`config.mk`:
```
export PLATFORM = sky130hd
export DESIGN_NAME = sclTimingGen
export DESIGN_NICKNAME = d
export VERILOG_FILES = /design/src/rtl/sclTimingPkg.sv /design/src/rtl/sclTimingDp.sv /design/src/rtl/sclTimingCtrl.sv /design/src/rtl/sclTimingGen.sv
export SDC_FILE = /design/constraint.sdc
export NUM_CORES = 1
export LEC_CHECK = 0
export CAP_MARGIN = 20
export CORE_MARGIN = 2
export CORE_UTILIZATION = 35
export CTS_CLUSTER_DIAMETER = 150
export DETAILED_ROUTE_END_ITERATION = 12
export SYNTH_ARGS = -nofsm -noshare
export SYNTH_HDL_FRONTEND = slang
export SYNTH_SLANG_ARGS = --single-unit
```
`constraint.sdc`:
```
create_clock -name clk -period 15.01 [get_ports clk]
set_clock_uncertainty 0.15 [all_clocks]
set_input_delay 3.002 -clock clk [delete_from_list [all_inputs] [get_ports clk]]
set_output_delay 3.002 -clock clk [all_outputs]
set_load 0.02 [all_outputs]
```
`src/rtl/sclTimingPkg.sv`:
```
package sclTimingPkg;

  typedef enum logic [1:0] {
    ST_IDLE   = 2'd0,
    ST_WAITHI = 2'd1,
    ST_HIGH   = 2'd2,
    ST_LOW    = 2'd3
  } sclState_e;

  // Strobes from control to datapath
  typedef struct packed {
    logic loadCnt;   // restart counter and prescaler phase
    logic selHigh;   // compare against the high-phase limit
    logic countOn;   // a timed phase is running
  } ctrlStb_t;

endpackage

```
`src/rtl/sclTimingDp.sv`:
```
module sclTimingDp
  import sclTimingPkg::*;
#(
  parameter int CNT_W       = 9,
  parameter int SYNC_STAGES = 2
) (
  input  logic             clk,
  input  logic             rstN,
  input  ctrlStb_t         stb,
  input  logic [CNT_W-1:0] lowCnt,
  input  logic [CNT_W-1:0] highCnt,
  input  logic             divBy2,
  input  logic             sclIn,
  output logic             tick,
  output logic             cntLast,
  output logic             cntMid,
  output logic             sclSync
);

  localparam logic [CNT_W-1:0] ONE = CNT_W'(1);

  logic [CNT_W-1:0] limSel;
  logic [CNT_W-1:0] limEff;
  logic [CNT_W-1:0] lastIdx;
  logic [CNT_W-1:0] midIdx;
  logic [CNT_W-1:0] cnt;
  logic             tog;
  logic [SYNC_STAGES-1:0] syncQ;

  // Input synchroniser, idles high like the released bus
  genvar gi;
  generate
    for (gi = 0; gi < SYNC_STAGES; gi++) begin : g_sync
      if (gi == 0) begin : g_first
        always_ff @(posedge clk or negedge rstN) begin
          if (!rstN) syncQ[0] <= 1'b1;
          else       syncQ[0] <= sclIn;
        end
      end else begin : g_rest
        always_ff @(posedge clk or negedge rstN) begin
          if (!rstN) syncQ[gi] <= 1'b1;
          else       syncQ[gi] <= syncQ[gi-1];
        end
      end
    end
  endgenerate
  assign sclSync = syncQ[SYNC_STAGES-1];

  // Prescaler: phase restarts with each counter load
  always_ff @(posedge clk or negedge rstN) begin
    if (!rstN)            tog <= 1'b0;
    else if (stb.loadCnt) tog <= 1'b0;
    else if (divBy2)      tog <= ~tog;
    else                  tog <= 1'b0;
  end
  assign tick = divBy2 ? tog : 1'b1;

  // Limit selection; a zero count behaves as one
  always_comb begin
    limSel  = stb.selHigh ? highCnt : lowCnt;
    limEff  = (limSel == '0) ? ONE : limSel;
    lastIdx = limEff - ONE;
    midIdx  = lastIdx >> 1;
  end

  always_ff @(posedge clk or negedge rstN) begin
    if (!rstN)                                cnt <= '0;
    else if (stb.loadCnt)                     cnt <= '0;
    else if (stb.countOn && tick && !cntLast) cnt <= cnt + ONE;
  end

  assign cntLast = (cnt == lastIdx);
  assign cntMid  = (cnt == midIdx);


  cnt_bound_chk: assert property (@(posedge clk) disable iff (!rstN)
    stb.countOn |-> cnt <= lastIdx);


  tick_pace_chk: assert property (@(posedge clk) disable iff (!rstN)
    (divBy2 && tick) |=> (!tick || !divBy2));

endmodule

```
`src/rtl/sclTimingCtrl.sv`:
```
module sclTimingCtrl
  import sclTimingPkg::*;
(
  input  logic     clk,
  input  logic     rstN,
  input  logic     enable,
  input  logic     tick,
  input  logic     cntLast,
  input  logic     cntMid,
  input  logic     sclSync,
  output ctrlStb_t stb,
  output logic     sclDriveLow,
  output logic     endLowStb,
  output logic     midHighStb
);

  sclState_e state, nxt;
  logic      phaseEnd;

  assign phaseEnd = tick & cntLast;

  always_comb begin
    nxt = state;
    unique case (state)
      ST_IDLE:   if (enable) nxt = ST_WAITHI;
      ST_WAITHI: if (!enable) nxt = ST_IDLE;
                 else if (sclSync) nxt = ST_HIGH;
      ST_HIGH:   if (phaseEnd) nxt = enable ? ST_LOW : ST_IDLE;
      ST_LOW:    if (phaseEnd) nxt = enable ? ST_WAITHI : ST_IDLE;
      default:   nxt = ST_IDLE;
    endcase
  end

  always_ff @(posedge clk or negedge rstN) begin
    if (!rstN) state <= ST_IDLE;
    else       state <= nxt;
  end

  always_comb begin
    stb.loadCnt = (nxt != state) && (nxt == ST_HIGH || nxt == ST_LOW);
    stb.selHigh = (state == ST_HIGH);
    stb.countOn = (state == ST_HIGH) || (state == ST_LOW);
  end

  assign sclDriveLow = (state == ST_LOW);
  assign endLowStb   = (state == ST_LOW) && phaseEnd;
  assign midHighStb  = (state == ST_HIGH) && tick && cntMid;


  endlow_release_chk: assert property (@(posedge clk) disable iff (!rstN)
    endLowStb |=> !sclDriveLow);


  midhigh_released_chk: assert property (@(posedge clk) disable iff (!rstN)
    midHighStb |-> !sclDriveLow);


  fall_needs_enable_chk: assert property (@(posedge clk) disable iff (!rstN)
    $rose(sclDriveLow) |-> $past(enable));


  high_after_sync_chk: assert property (@(posedge clk) disable iff (!rstN)
    (state == ST_WAITHI && !sclSync) |=> (state != ST_HIGH));

endmodule

```
`src/rtl/sclTimingGen.sv`:
```
module sclTimingGen
  import sclTimingPkg::*;
#(
  parameter int BYTE_W      = 8,
  parameter int SYNC_STAGES = 2
) (
  input  logic              clk,
  input  logic              rstN,
  input  logic              enable,
  input  logic              divBy2,
  input  logic [BYTE_W-1:0] lowCntByte,
  input  logic              lowCntTop,
  input  logic [BYTE_W-1:0] highCntByte,
  input  logic              highCntTop,
  input  logic              sclIn,
  output logic              sclDriveLow,
  output logic              endLowStb,
  output logic              midHighStb
);

  localparam int CNT_W = BYTE_W + 1;

  ctrlStb_t         stb;
  logic             tick, cntLast, cntMid, sclSync;
  logic [CNT_W-1:0] lowCnt, highCnt;

  assign lowCnt  = {lowCntTop, lowCntByte};
  assign highCnt = {highCntTop, highCntByte};

  sclTimingDp #(.CNT_W(CNT_W), .SYNC_STAGES(SYNC_STAGES)) uDp (
    .clk(clk), .rstN(rstN), .stb(stb), .lowCnt(lowCnt), .highCnt(highCnt),
    .divBy2(divBy2), .sclIn(sclIn), .tick(tick), .cntLast(cntLast),
    .cntMid(cntMid), .sclSync(sclSync)
  );

  sclTimingCtrl uCtrl (
    .clk(clk), .rstN(rstN), .enable(enable), .tick(tick), .cntLast(cntLast),
    .cntMid(cntMid), .sclSync(sclSync), .stb(stb), .sclDriveLow(sclDriveLow),
    .endLowStb(endLowStb), .midHighStb(midHighStb)
  );

endmodule

```
# ---- Word-level counts from Yosys, hierarchy flattened
# Index checks and enable logic that the tools add are counted.
# W data, S select, Z words.
dict set report word_totals {
  reg_bits 14
  input_bits 23
  out_inout_bits 3
  word_cells 44
}
dict set report op_classes {
  add_sub_neg 2
  eq_ne 8
  mux 15
  bitwise 2
  n_reduce_logical 12
}
# operator count
set op_table {}
lappend op_table {{$mux W9} 4}
lappend op_table {{$mux W2} 6}
lappend op_table {{$add A9 B1 Y9 const B} 1}
lappend op_table {{$eq A9 B8 Y1} 1}
lappend op_table {{$eq A9 B9 Y1} 1}
lappend op_table {{$logic_not A9 Y1} 1}
lappend op_table {{$sub A9 B1 Y9 const B} 1}
lappend op_table {{$eq A2 B2 Y1 const B} 4}
lappend op_table {{$pmux W2 S4} 1}
lappend op_table {{$logic_and A1 B1 Y1} 6}
lappend op_table {{$mux W1} 4}
lappend op_table {{$eq A2 B1 Y1 const B} 1}
lappend op_table {{$logic_not A2 Y1} 1}
lappend op_table {{$logic_or A1 B1 Y1} 2}
lappend op_table {{$ne A2 B2 Y1} 1}
lappend op_table {{$reduce_bool A2 Y1} 1}
lappend op_table {{$and A1 B1 Y1} 1}
lappend op_table {{$logic_not A1 Y1} 1}
lappend op_table {{$not A1 Y1} 1}

# ---- Longest topological paths before layout
dict set report logic_depth {
  depth_word 13
  ltp_mapped 19
}

# ---- Modules after synthesis
# A second synthesis with hierarchy kept.
dict set report hier_totals {
  hier_cells 156
  area_unflattened_um2 1366.3
}
# module n_inst cells_each area_each_um2
set by_module_without_submodules {}
lappend by_module_without_submodules {sclTimingDp 1 137 1219.9}
lappend by_module_without_submodules {sclTimingCtrl 1 19 146.4}

# ---- Worst setup path before layout
# OpenSTA, ideal clock, no wires.
dict set report synth_path {
  kind {input port to output port}
  startpoint {input port highCntByte[4]}
  endpoint {output port endLowStb}
  t_arrival_ps 6399
  slack_ps 5459
  stages 15
  path_buffers 2
  cell_sequence {nor4b_1 a21o_1 nand3_1 o21ai_0 inv_1 ha_1 nor3b_1 nor3b_1 o211a_4 xnor3_1 or4_4 nor4_4 buf_6 buf_6 and3_1}
}
dict set report synth_between {
  elab_chain_cells 7
}
# element line_no
set synth_rtl {}
lappend synth_rtl {{start, declared} sclTimingGen.sv:13} ;# input logic [BYTE_W-1:0] highCntByte,
lappend synth_rtl {{$mux W9 *} sclTimingDp.sv:60} ;# limSel = stb.selHigh ? highCnt : lowCnt;
lappend synth_rtl {{$logic_not A9 Y1} sclTimingDp.sv:61} ;# limEff = (limSel == '0) ? ONE : limSel;
lappend synth_rtl {{$mux W9 *} sclTimingDp.sv:61}
lappend synth_rtl {{$sub A9 B1 Y9 *} sclTimingDp.sv:62} ;# lastIdx = limEff - ONE;
lappend synth_rtl {{$eq A9 B9 Y1 *} sclTimingDp.sv:72} ;# assign cntLast = (cnt == lastIdx);
lappend synth_rtl {{$and A1 B1 Y1 *} sclTimingCtrl.sv:20} ;# assign phaseEnd = tick & cntLast;
lappend synth_rtl {{$logic_and A1 B1 Y1 *} sclTimingCtrl.sv:46} ;# assign endLowStb = (state == ST_LOW) && phaseEnd;
lappend synth_rtl {{end, declared} sclTimingGen.sv:17} ;# output logic endLowStb,
# Mark *: on every way between the ends. The rest lies on a longest branch, timed or not.

# ---- Worst setup path after layout
# Ends and elaborated chain as after synthesis.

==> flow_summary.json <==
{
  "clkLatencyLatePin_ps": 240,
  "synthesis.nets": 193,
  "grt_pass1_vias": 1499,
  "dieArea_sq_um": 5150,
  "postCtsHoldBufs": 0,
  "syn_area_sq_um": 1610,
  "report.final.slew_viol_count": 0,
  "finalCritPeriodShare_pct": 72.2,
  "worst_r2r_path_depth": 15,
  "r2r_slack_ps": 10040,
  "path_class": "input port to output port",
  "startpoint_type": "input port",
  "clk_pin_slew_worst_paths_ps": 60,
  "synth_edf_count": 0,
  "num_vias": 1434,
  "worstMarginPinSlew_ps": 651,
  "die_w_microns": 71.8,
  "synth_top_area_share_pct": 18.7,
  "io_buffers": 25,
  "multi_input_area_sq_um": 1150,
  "cts_sinks": 14,
  "cp-end-kind": "output port",
  "grt_pass1_wl_mm": 7.16,
  "synth_top_area_cell": "dfrtp_1",
  "seq_area_frac_synth_pct": 21.9,
  "vdd.ir_drop.worst_mv": 0.0722,
  "rsz0062_at_grt": "false",
  "drc": 0,
  "grt_max_degree": 24,
  "p_clk_share_pct": 12.1,
  "setup_viol": 0,
  "drv_cap": 0,
  "p_seq_share_pct": 26.6,
  "drt-pass1-iter-count": 4,
  "drt_wl_total_mm": 4.23,
  "h-tree-depth": 1,
  "max_freq_mhz": 92.3,
  "nets": 210,
  "gp_congestion": 0.815,
  "synth.top_cells.by_area": "dfrtp_1 (19%), a22oi_2 (6.2%), xnor2_1 (5.4%), xor2_1 (5.4%), mux2i_1 (4.4%)",
  "wl_per_cell_microns": 17.9,
  "comb_power_share_pct": 61.3,
  "final_antenna_net_count": 0,
  "grt_antenna_before_repair": 0,
  "n_antenna_cell": 0,
  "crit_required_ps": 11860,
  "register_area_sq_um": 353,
  "grtUsageTotal_pct": 17.4,
  "hold_viol_final": 0,
  "fin_setup_tns_ps": 0,
  "synth_cells": 168,
  "holdPathStages": 0,
  "core_area_sq_um": 4380,
  "root_buffer": "clkbuf_8",
  "cts_buffers": 3,
  "cellPowerDensity_nw_per_um2": 140,
  "syn_to_final_growth_pct": 17.1,
  "ys_seq_elements": 14,
  "slew_headroom_pct": 56.5,
  "status": "finished clean",
  "min_period_ps": 10830,
  "cts_resized": 0,
  "synth_cell_type_count": 53,
  "hold_path_class": "register to register",
  "globalRouteOverflowTotal": 0,
  "die_h_microns": 71.8,
  "p_leak_nw": 0.725,
  "post_cts_buffers": 0,
  "routed_via_density": 6.08,
  "postSynthAreaPerCell_sq_um": 9.57,
  "cp.arrival_ps": 7680,
  "cp_max_fo": 23,
  "cts.path.max_buffers": 2,
  "pin_count": 26,
  "ys_warn_count": 0,
  "synth-async-reset-ratio_pct": 100,
  "ys.flop_type": "dfrtp_1",
  "fill_cells": 433,
  "cts_tree": "done",
  "initialDrtViolationCount": 80,
  "layout-drive-gt1-share_pct": 13.0,
  "std_cell_rows": 24,
  "p_switching_uw": 121,
  "p_total_uw": 264,
  "start_util_pct": 36.7,
  "dp_hpwl_mm": 3.14,
  "p_sw_share_pct": 45.8,
  "internal_power_uw": 143
}
## per-stage QoR
stage          hold slack (ps)  setup WS [ps]  std cells  cell area, sq um  utilization, %
2_1_floorplan              195           5460        168              1610               -
3_3_place_gp               197           4390        232              1840            41.9
3_5_place_dp               201           4200        232              1840            41.9
4_1_cts                    209           4180        236              1880            43.0
5_1_grt                    214           3830        236              1880            43.0
6_report                   208           4180        236              1880            43.0
## area by class of cell
class | instances | area share [%]
Sequential cell | 14 | 18.7
Clock buffer | 4 | 2.39
Multi-Input combinational cell | 136 | 60.9
Timing Repair Buffer | 26 | 13.7
Inverter | 4 | 0.797
Tap cell | 52 | 3.46
## cells by family (layout without fill, tap and decap cells)
family,count (synthesis),count (layout),synth area share (%)
xor gates and xnor gates,23,23,15.1
AOI/OAI and AO/OA,40,40,23.0
and+or+nand+nor,61,61,24.6
DFF,14,14,21.9
muxes,10,10,7.16
adders and majority gates,2,2,1.56
buffers and inverters,18,34,6.69
## power groups by stage
stage | clock network, mW | logic [mW] | registers, mW
2_1_floorplan | 0 | 0.147 | 0.0548
3_3_place_gp | 0 | 0.157 | 0.0692
3_5_place_dp | 0 | 0.161 | 0.0703
4_1_cts | 0.0328 | 0.162 | 0.0696
5_1_grt | 0.0348 | 0.178 | 0.0726
6_report | 0.0320 | 0.162 | 0.0703
## metal layers
metal / routed length, microns / track usage [%] / up-vias / share of wire [%]
met3: 196 / 1.83 / 4 / 4.6
met4: 51 / 6.29 / 0 / 1.2
met1: 1910 / 22.7 / 707 / 45
met5: 0 / 0 / - / 0
li1: - / - / 687 / -
met2: 2070 / 29.5 / 36 / 49
## cell usage in the layout, fill, tap and decap left out, types with 2 or more instances in the layout
master / count
clkdlybuf4s50_1: 25
dfrtp_1: 12
xnor2_1: 10
xor2_1: 10
nand3_1: 9
o31ai_1: 8
or4_1: 8
a22oi_2: 8
mux2i_1: 7
or3_1: 7
nand2_1: 6
nor3_1: 5
inv_1: 4
nor4_1: 4
a21oi_1: 4
nand2b_1: 3
nor2_1: 3
o21ai_0: 3
nor3b_1: 3
xnor3_1: 3
and3_1: 3
clkbuf_8: 3
nor4b_1: 2
and2_1: 2
ha_1: 2
dfstp_2: 2
## worst max-delay path: stages
cell             delay (ps)
clkdlybuf4s50_1         490
nor4b_1                 440
a21o_1                  290
nand3_1                 140
o21ai_0                 250
inv_1                    80
ha_1                    260
nor3b_1                 190
nor3b_1                 160
o211a_4                 270
xnor3_1                 330
or4_4                   490
nor4_4                  210
buf_4                   280
and3_1                  190
clkdlybuf4s50_1         600
## synth_stat cells (all sizes together), types with 2 or more instances
cell and count:
and3 3, xnor2 10, nor4 5, nor2 3
nor3 5, nor4b 2, o21ai 4, nand2 6
mux2i 8, buf 7, dfrtp 12, a22oi 8
nand2b 3, nor3b 3, or3 7, inv 4
a311oi 2, a31o 3, ha 2, nand3 9
xnor3 3, xor2 10, and2 2, dfstp 2
o31ai 8, mux2 2, or4 9, clkbuf 7
a21oi 4
## sequential cells by signal, indices dropped and copies added, names as in the netlist
name         cells
uDp.tog          1
uDp.syncQ        1
uDp.cnt          9
uDp.sclSync      1
uCtrl.state      2
## final timing paths
path                                     startpoint                      to
hold reg to reg              uDp.syncQ[0]$_DFF_PN1_   uDp.sclSync$_DFF_PN1_
min in group asynchronous                      rstN  uDp.cnt[4]$_DFFE_PN0P_
setup / recovery                     highCntByte[4]               endLowStb
setup reg to reg           uCtrl.state[1]$_DFF_PN0_  uDp.cnt[5]$_DFFE_PN0P_
max in group asynchronous                      rstN       uDp.tog$_DFF_PN0_
hold / removal               uDp.syncQ[0]$_DFF_PN1_   uDp.sclSync$_DFF_PN1_
Note: power is estimated with default switching activity, not from simulation.
